===== config.mk =====
export PLATFORM = sky130hd
export DESIGN_NAME = lane_sram_emu
export DESIGN_NICKNAME = d
export VERILOG_FILES = /design/src/rtl/lane_sram_pkg.sv /design/src/rtl/lsr_pin_sampler.sv /design/src/rtl/lsr_lane_decode.sv /design/src/rtl/lsr_lane_store.sv /design/src/rtl/lane_sram_emu.sv
export SDC_FILE = /design/constraint.sdc
export NUM_CORES = 2
export LEC_CHECK = 0
export BUFFER_PORTS_ARGS = -buffer_cell sky130_fd_sc_hd__buf_4
export CELL_PAD_IN_SITES_DETAIL_PLACEMENT = 1
export CELL_PAD_IN_SITES_GLOBAL_PLACEMENT = 2
export CORE_MARGIN = 2
export CORE_UTILIZATION = 51
export CTS_CLUSTER_DIAMETER = 40
export DETAILED_ROUTE_END_ITERATION = 12
export PLACE_DENSITY_LB_ADDON = 0.08
export REMOVE_ABC_BUFFERS = 1
export SETUP_SLACK_MARGIN = 0.5
export SLEW_MARGIN = 20
export SYNTH_ARGS = -nofsm -noshare
export SYNTH_HDL_FRONTEND = slang
export SYNTH_SLANG_ARGS = --single-unit

===== constraint.sdc =====
create_clock -name clk -period 5.1 [get_ports clk]
set_clock_uncertainty 0.15 [all_clocks]
set_input_delay 0.51 -clock clk [delete_from_list [all_inputs] [get_ports clk]]
set_output_delay 0.51 -clock clk [all_outputs]
set_load 0.01 [all_outputs]

===== src/rtl/lane_sram_pkg.sv =====
// Shared constants, control bundle and decode helpers for the byte-lane
// static RAM emulator. Assumes two 8-bit lanes; lane 0 is bits 7..0.
package lane_sram_pkg;

    localparam int LANES  = 2;
    localparam int LANE_W = 8;
    localparam int DATA_W = LANES * LANE_W;

    // Sampled control pins, all active low.
    typedef struct packed {
        logic             ce_n;
        logic             oe_n;
        logic             we_n;
        logic [LANES-1:0] lane_n;
    } pin_ctrl_t;

    localparam pin_ctrl_t CTRL_IDLE = '{ce_n: 1'b1, oe_n: 1'b1, we_n: 1'b1,
                                        lane_n: {LANES{1'b1}}};

    // Lanes inside a write overlap: select, write strobe and lane strobe all low.
    function automatic logic [LANES-1:0] lane_wr_active(input pin_ctrl_t c);
        lane_wr_active = {LANES{~c.ce_n & ~c.we_n}} & ~c.lane_n;
    endfunction

    // Lanes to drive for a read: select low, write strobe high, read-drive low.
    function automatic logic [LANES-1:0] lane_rd_active(input pin_ctrl_t c);
        lane_rd_active = {LANES{~c.ce_n & c.we_n & ~c.oe_n}} & ~c.lane_n;
    endfunction

endpackage


===== src/rtl/lsr_pin_sampler.sv =====
// Registers every emulated pin once on the fast clock.
// Assumes pins are already synchronous to clk; reset forces a deselected view.
module lsr_pin_sampler
    import lane_sram_pkg::*;
#(
    parameter int ADDR_W = 8
) (
    input  logic              clk,
    input  logic              rst_n,
    input  pin_ctrl_t         ctrl_i,
    input  logic [ADDR_W-1:0] addr_i,
    input  logic [DATA_W-1:0] data_i,
    output pin_ctrl_t         ctrl_q,
    output logic [ADDR_W-1:0] addr_q,
    output logic [DATA_W-1:0] data_q
);

    // Sample stage: one register per pin, deselected under reset.
    always_ff @(posedge clk) begin
        if (!rst_n) begin
            ctrl_q <= CTRL_IDLE;
            addr_q <= '0;
            data_q <= '0;
        end else begin
            ctrl_q <= ctrl_i;
            addr_q <= addr_i;
            data_q <= data_i;
        end
    end

endmodule


===== src/rtl/lsr_lane_decode.sv =====
// Decodes the sampled control bundle into per-lane read drive and write
// overlap flags. Purely combinational.
module lsr_lane_decode
    import lane_sram_pkg::*;
(
    input  pin_ctrl_t        ctrl,
    output logic [LANES-1:0] rd_en,
    output logic [LANES-1:0] wr_act
);

    // Truth-table decode per lane.
    always_comb begin
        rd_en  = lane_rd_active(ctrl);
        wr_act = lane_wr_active(ctrl);
    end

endmodule


===== src/rtl/lsr_lane_store.sv =====
// Storage for one byte lane: one synchronous write port, one asynchronous
// read port. Contents are not reset, as in a real static RAM.
module lsr_lane_store #(
    parameter int ADDR_W = 8,
    parameter int WIDTH  = 8
) (
    input  logic              clk,
    input  logic              wen,
    input  logic [ADDR_W-1:0] waddr,
    input  logic [WIDTH-1:0]  wdata,
    input  logic [ADDR_W-1:0] raddr,
    output logic [WIDTH-1:0]  rdata
);

    localparam int DEPTH = 1 << ADDR_W;

    logic [WIDTH-1:0] cells [DEPTH];

    // Commit port: one byte per enabled clock.
    always_ff @(posedge clk) begin
        if (wen) begin
            cells[waddr] <= wdata;
        end
    end

    // Read port follows the address combinationally.
    assign rdata = cells[raddr];

endmodule


===== src/rtl/lane_sram_emu.sv =====
// Byte-lane static RAM emulator top. Samples the RAM pins, commits a lane's
// byte on the edge whose sample first shows that lane's write overlap ended,
// and drives each output lane independently. Assumes ADDR_W kept small for
// simulation (16 for the full-size part).
module lane_sram_emu
    import lane_sram_pkg::*;
#(
    parameter int ADDR_W = 8
) (
    input  logic              clk,
    input  logic              rst_n,
    input  logic              ce_n,
    input  logic              oe_n,
    input  logic              we_n,
    input  logic              ub_n,
    input  logic              lb_n,
    input  logic [ADDR_W-1:0] addr,
    input  logic [15:0]       dq_in,
    output logic [15:0]       dq_out,
    output logic [1:0]        dq_oe
);

    pin_ctrl_t         raw_ctrl;
    pin_ctrl_t         smp_ctrl;
    logic [ADDR_W-1:0] smp_addr;
    logic [DATA_W-1:0] smp_data;
    logic [LANES-1:0]  rd_en;
    logic [LANES-1:0]  was_wr;
    logic [LANES-1:0]  now_wr;
    logic [LANES-1:0]  commit;
    logic [DATA_W-1:0] rd_word;

    // Bundle the raw control pins; lane 1 is the upper strobe.
    always_comb begin
        raw_ctrl.ce_n   = ce_n;
        raw_ctrl.oe_n   = oe_n;
        raw_ctrl.we_n   = we_n;
        raw_ctrl.lane_n = {ub_n, lb_n};
    end

    lsr_pin_sampler #(.ADDR_W(ADDR_W)) u_sampler (
        .clk    (clk),
        .rst_n  (rst_n),
        .ctrl_i (raw_ctrl),
        .addr_i (addr),
        .data_i (dq_in),
        .ctrl_q (smp_ctrl),
        .addr_q (smp_addr),
        .data_q (smp_data)
    );

    lsr_lane_decode u_decode (
        .ctrl   (smp_ctrl),
        .rd_en  (rd_en),
        .wr_act (was_wr)
    );

    // Overlap end detect: active on the last sample, inactive at the pins now.
    always_comb begin
        now_wr = lane_wr_active(raw_ctrl);
        commit = rst_n ? (was_wr & ~now_wr) : '0;
    end

    for (genvar g = 0; g < LANES; g++) begin : g_lane
        lsr_lane_store #(.ADDR_W(ADDR_W), .WIDTH(LANE_W)) u_store (
            .clk   (clk),
            .wen   (commit[g]),
            .waddr (smp_addr),
            .wdata (smp_data[g*LANE_W +: LANE_W]),
            .raddr (smp_addr),
            .rdata (rd_word[g*LANE_W +: LANE_W])
        );

        // Output lane: stored byte when driven, zero when released.
        always_comb begin
            dq_out[g*LANE_W +: LANE_W] = rd_en[g] ? rd_word[g*LANE_W +: LANE_W] : '0;
            dq_oe[g]                   = rd_en[g];
        end
    end

endmodule


# Yosys cells after proc, flatten, opt, wreduce, memory -nomap -nowiden
# Memory sizes are Yosys's and may differ from the RTL's. A register that Yosys moved wholly into a read port is not among the register bits.
# Index checks and enable logic that the tools add are counted.
dict set report totals {
  regBits 29
  output_inout_bits 18
  word_cells 33
  ramBits 4096
  mem_count 2
  inputBits 31
}
dict set report op_classes {
  n_bitwise 16
  mux 9
}
# memory depth word_bits read_ports rd_ports_with_merged_regs wr line
set mem_list {}
lappend mem_list {{g_lane[0].u_store.cells} 256 8 1 1 1 lsr_lane_store.sv:17} ;# logic [WIDTH-1:0] cells [DEPTH];
lappend mem_list {{g_lane[1].u_store.cells} 256 8 1 1 1 lsr_lane_store.sv:17}
# op n
set op_table {}
lappend op_table {{2-to-1 mux 8 bit} 4}
lappend op_table {{AND 2 bit} 4}
lappend op_table {{NOT 2 bit} 3}
lappend op_table {{NOT 1 bit} 5}
lappend op_table {{AND 1 bit} 4}
lappend op_table {{2-to-1 mux 1 bit} 4}
lappend op_table {{2-to-1 mux 2 bit} 1}

# Longest topological paths before layout
dict set report depth {
  ltp_word 8
  ltp_mapped 12
  mapped_depth_nobuf 7
}

# Hierarchy
# A second synthesis with hierarchy kept.
dict set report hier_totals {
  cells_unflattened 7533
  hier_area_um2 159742.0
}
# module n_inst seq_area_each_um2 area_per_inst_um2 cells_each
set by_module_without_submodules {}
lappend by_module_without_submodules {lsr_lane_store 2 61499.0 79396.1 3725}
lappend by_module_without_submodules {lsr_pin_sampler 1 580.6 789.5 61}
lappend by_module_without_submodules {lane_sram_emu 1 0.0 120.1 18}
lappend by_module_without_submodules {lsr_lane_decode 1 0.0 40.0 4}

# Least setup slack after synthesis
# OpenSTA, ideal clock, no wires.
dict set report synth_timing {
  kind {register -> register}
  start {register u_sampler.data_q[0]}
  end {memory g_lane[0].u_store.cells[0][0] (data pin)}
  n_path_buf 0
  arrival_ps 3382
  slack_ps 716
  synth_period_minus_slack_ps 4384
  path_stages_with_launch 1
  required_ps 4098
  setup_ps 852
  path_cell_list {dfxtp_1}
}
# element line
set synth_lines {}
lappend synth_lines {{start: declaration} lsr_pin_sampler.sv:15} ;# output logic [DATA_W-1:0] data_q
lappend synth_lines {{start signal: assignment} lsr_pin_sampler.sv:27} ;# data_q <= data_i;
lappend synth_lines {{end: declaration} lsr_lane_store.sv:17}
# Straight into the memory's write port.

==> out/metrics.csv <==
stage;metric;value;unit
synth;synth.top_cells.by_count;edfxtp_1, mux4_2, nor2_1;
synth;synthXorXnorAreaFrac;0;%
pwr;p_switching;17.32;mW
global_route;grt_first_pass_wirelength;634.2;mm
timing;slew_violations;0;
critical_path;arrival;4330;ps
cells_and_area;layout.nets;8256;
clock_network;cts.sinks;4125;
placement;gp_congestion;0.8063;
routing;via_per_inst;6.276;
global_route;first_global_vias;84147;
global_route;antenna_found_initial;20;
global_route;overflow;0;
pwr;internal_power;62.85;mW
critical_path;timing.rr.start;u_sampler.addr_q[0]$_SDFF_PN0_;
critical_path;worst-r2r-cell-count;8;
floorplanning;core_area;311100;um2
global_route;grt_max_degree;192;
routing;drc;0;
synth;yosys.area_share.simple;2.604;%
timing;finalHoldViolCount;0;
cells_and_area;drive_gt1_share;31.84;%
synth;synth_top_cell_by_area;edfxtp_1;
synth;netlist_instances;7454;
pwr;pwr-share-seq;46.7;%
timing;fin_crit;4994;ps
pwr;powerDensity;419.4;nW/um2
pwr;vdd_drop_max;0.3494;mV
cells_and_area;final_util;61.43;%
min_path;hp-start;rst_n;
synth;synth.area.mux_share;15.92;%
critical_path;crit_required;4440;ps
synth;synth-seq-cells;4125;
floorplanning;start_util;51.16;%
placement;numPortBuffers;48;
synth;synthMostInstantiatedCell;edfxtp_1;
critical_path;critical_path_class;reg -> out;
cells_and_area;fin_area;191100;um2
synth;synthAdderAreaFrac;0;%
global_route;grt_usage;28.15;%
critical_path;endpoint_kind;output port;
synth;synthTopCellsByArea;edfxtp_1, mux4_2, mux2i_1, nor2_1, buf_2;
outcome;status;finished clean;
synth;synth_top_family_by_area;multiplexers;
synth;synthFlopType;edfxtp_1;
synth;syn_area_per_cell;21.35;um2
timing;tightest_slew;1327;ps
synth;synth_compound_area_share;2.453;%
synth;ys_async_sr_fraction;0;%
placement;hpwlAfterDp;256.4;mm
clock_network;root_buffer;clkbuf_16;
pwr;combPwrFrac;4.0;%
floorplanning;die_area;316600;um2
floorplanning;die_y;562.7;um
synth;seq_area_frac_synth;77.64;%
timing;fmaxAchievable;0.2002;GHz
floorplanning;rows;205;
routing;wl_per_cell;34.91;um
routing;drtIter0Drc;8735;
flow_run;maxCapViolCount;0;
critical_path;r2r_end;g_lane[1].u_store.cells[248][1]$_DFFE_PP_;
pwr;swShare;21.60;%
synth;synth_edf_count;4096;
critical_path;crit_fanout;11;
min_path;hold_depth;3;
critical_path;r2r_slack;910;ps
routing;dr.pass1.iters;5;
timing;relSlewSlack;11.55;%
cells_and_area;fillers;25039;
timing;min_period_over_period;97.93;%
pwr;total_power;80.17;mW
clock_network;clk_pin_slew;50;ps
clock_network;ctsHtreeMaxLevel;6;
timing;rsz0062_at_grt;true;
floorplanning;ioPinCount;49;
routing;ant_nets;0;
floorplanning;die_w;562.7;um
min_path;whs_endpoint;u_sampler.ctrl_q[2]$_SDFF_PN1_;
synth;yosysWarnings;0;
pwr;p_clk_share;49.3;%
routing;wl;447.9;mm
min_path;hp-class;in -> reg;
cells_and_area;area_growth;20.09;%
synth;synth_top_area_share;77.28;%
synth;synthesis.area;159200;um2
clock_network;clk_latency;1020;ps
clock_network;cts_tree;built;
pwr;power_leakage;65.78;nW
placement;placed_area;166400;um2
synth;synth_cell_types;53;
timing;setup_violations;0;
clock_network;cts_made_buffers;564;
critical_path;critPathLaunchType;flip-flop;
routing;num_vias;80522;
clock_network;ctsLongestPathBuffers;4;
-- worst max-delay path by stage --
stage	startpoint	endpoint	slack, ps	cells after the start
after floorplan	u_sampler.addr_q[0]$_SDFF_PN0_	g_lane[0].u_store.cells[113][0]$_DFFE_PP_	-43060	4
after global placement	u_sampler.addr_q[0]$_SDFF_PN0_	dq_out[9]	-80	10
after detailed placement	u_sampler.addr_q[0]$_SDFF_PN0_	dq_out[10]	-110	10
after CTS	u_sampler.addr_q[0]$_SDFF_PN0_	dq_out[9]	80	12
after global routing	u_sampler.addr_q[0]$_SDFF_PN0_	dq_out[12]	60	13
final	u_sampler.addr_q[0]$_SDFF_PN0_	dq_out[6]	110	13
-- state kept, by name (all words and copies together), names as in the netlist --
| register | cells |
|---|---|
| u_sampler.addr_q | 8 |
| u_sampler.ctrl_q | 5 |
| u_sampler.data_q | 16 |
| g_lane.u_store.cells | 4096 |
-- worst max-delay path, stage by stage, from the launching register on --
cell and delay, ps:
dfxtp_4 380, buf_12 160, buf_16 160, buf_4 140, buf_16 150, mux4_2 550
mux2i_2 230, o22ai_2 140, nor2_4 130, buf_4 120, nor2_1 80, a31o_2 310
or4_4 530, buf_6 170
-- layer usage --
layer | GRT usage [%] | vias to the layer above | part of all wire, %
met5 | 0 | - | 0
met4 | 7.013 | 0 | 2.2
met3 | 4.775 | 631 | 7.6
met2 | 45.10 | 3298 | 49
met1 | 40.69 | 43702 | 41
li1 | - | 32891 | -
-- per-stage QoR --
stage / TNS, ps / cells / hold slack, ps / setup slack, ps
6_report: 0 / 12831 / 195.0 / 105.8
5_1_grt: 0 / 12827 / 213.8 / 62.97
4_1_cts: 0 / 12713 / 119.6 / 78.22
3_5_place_dp: -270.8 / 11539 / 380.7 / -111.0
3_3_place_gp: -224.1 / 11539 / 373.5 / -82.65
2_1_floorplan: - / 6998 / 433.0 / -43060
-- final cells by class --
class | count | area, um2 | share of cell area [%]
tap | 4140 | 5180 | 2.710
timing repair inverter | 1 | 11.26 | 0.005891
antenna | 6 | 15.01 | 0.007855
clock buffer | 637 | 14770 | 7.727
inverter | 2 | 23.77 | 0.01244
timing repair buffer | 660 | 7891 | 4.129
multi-input combinational | 2871 | 35390 | 18.52
clock inverter | 389 | 4192 | 2.193
sequential | 4125 | 123700 | 64.70
-- cells in the final DEF, fill, tap and decap left out, drive strengths merged, types with 9 or more instances in the layout --
cell	n
clkinvlp	58
inv	61
a211oi	97
mux4	938
mux2i	418
o22a	12
bufinv	64
nand2	47
nor2b	73
buf	571
o21ai	71
a21oi	52
nor4	35
nor2	627
edfxtp	4096
clkbuf	650
and2	27
a22oi	118
nand3	70
bufbuf	18
a221oi	12
a22o	40
o22ai	115
nor3	19
clkinv	209
o211ai	10
dfxtp	29
nand2b	11
and3	10
a31oi	9
dlygate4sd3	58
nand4	21
-- power by group through the flow --
stage	Clock (mW)	Combinational, mW	Sequential (mW)
5_1_grt	41.3	3.39	37.4
3_5_place_dp	0	2.72	38.1
2_1_floorplan	0	3.32	38.7
6_report	39.5	3.23	37.4
3_3_place_gp	0	2.67	38.1
4_1_cts	40.0	3.06	37.4
-- kinds of logic (layout without fill, tap and decap cells) --
kind of cell | Yosys count | after routing
DFF | 4125 | 4125
muxes | 1359 | 1359
and+or+nand+nor | 947 | 947
AOI/OAI and AO/OA | 565 | 565
buffers and inverters | 458 | 1689
other | 0 | 6
-- repair_timing --
item	in CTS	in global routing
setup endpoints to repair	16	16
hold buffers	58	0
resized for setup	345	177
cloned	30	14
endpoints found under the hold margin	29	0
setup buffers	60	96
pin swaps	45	63
(Power assumes the default switching activity.)
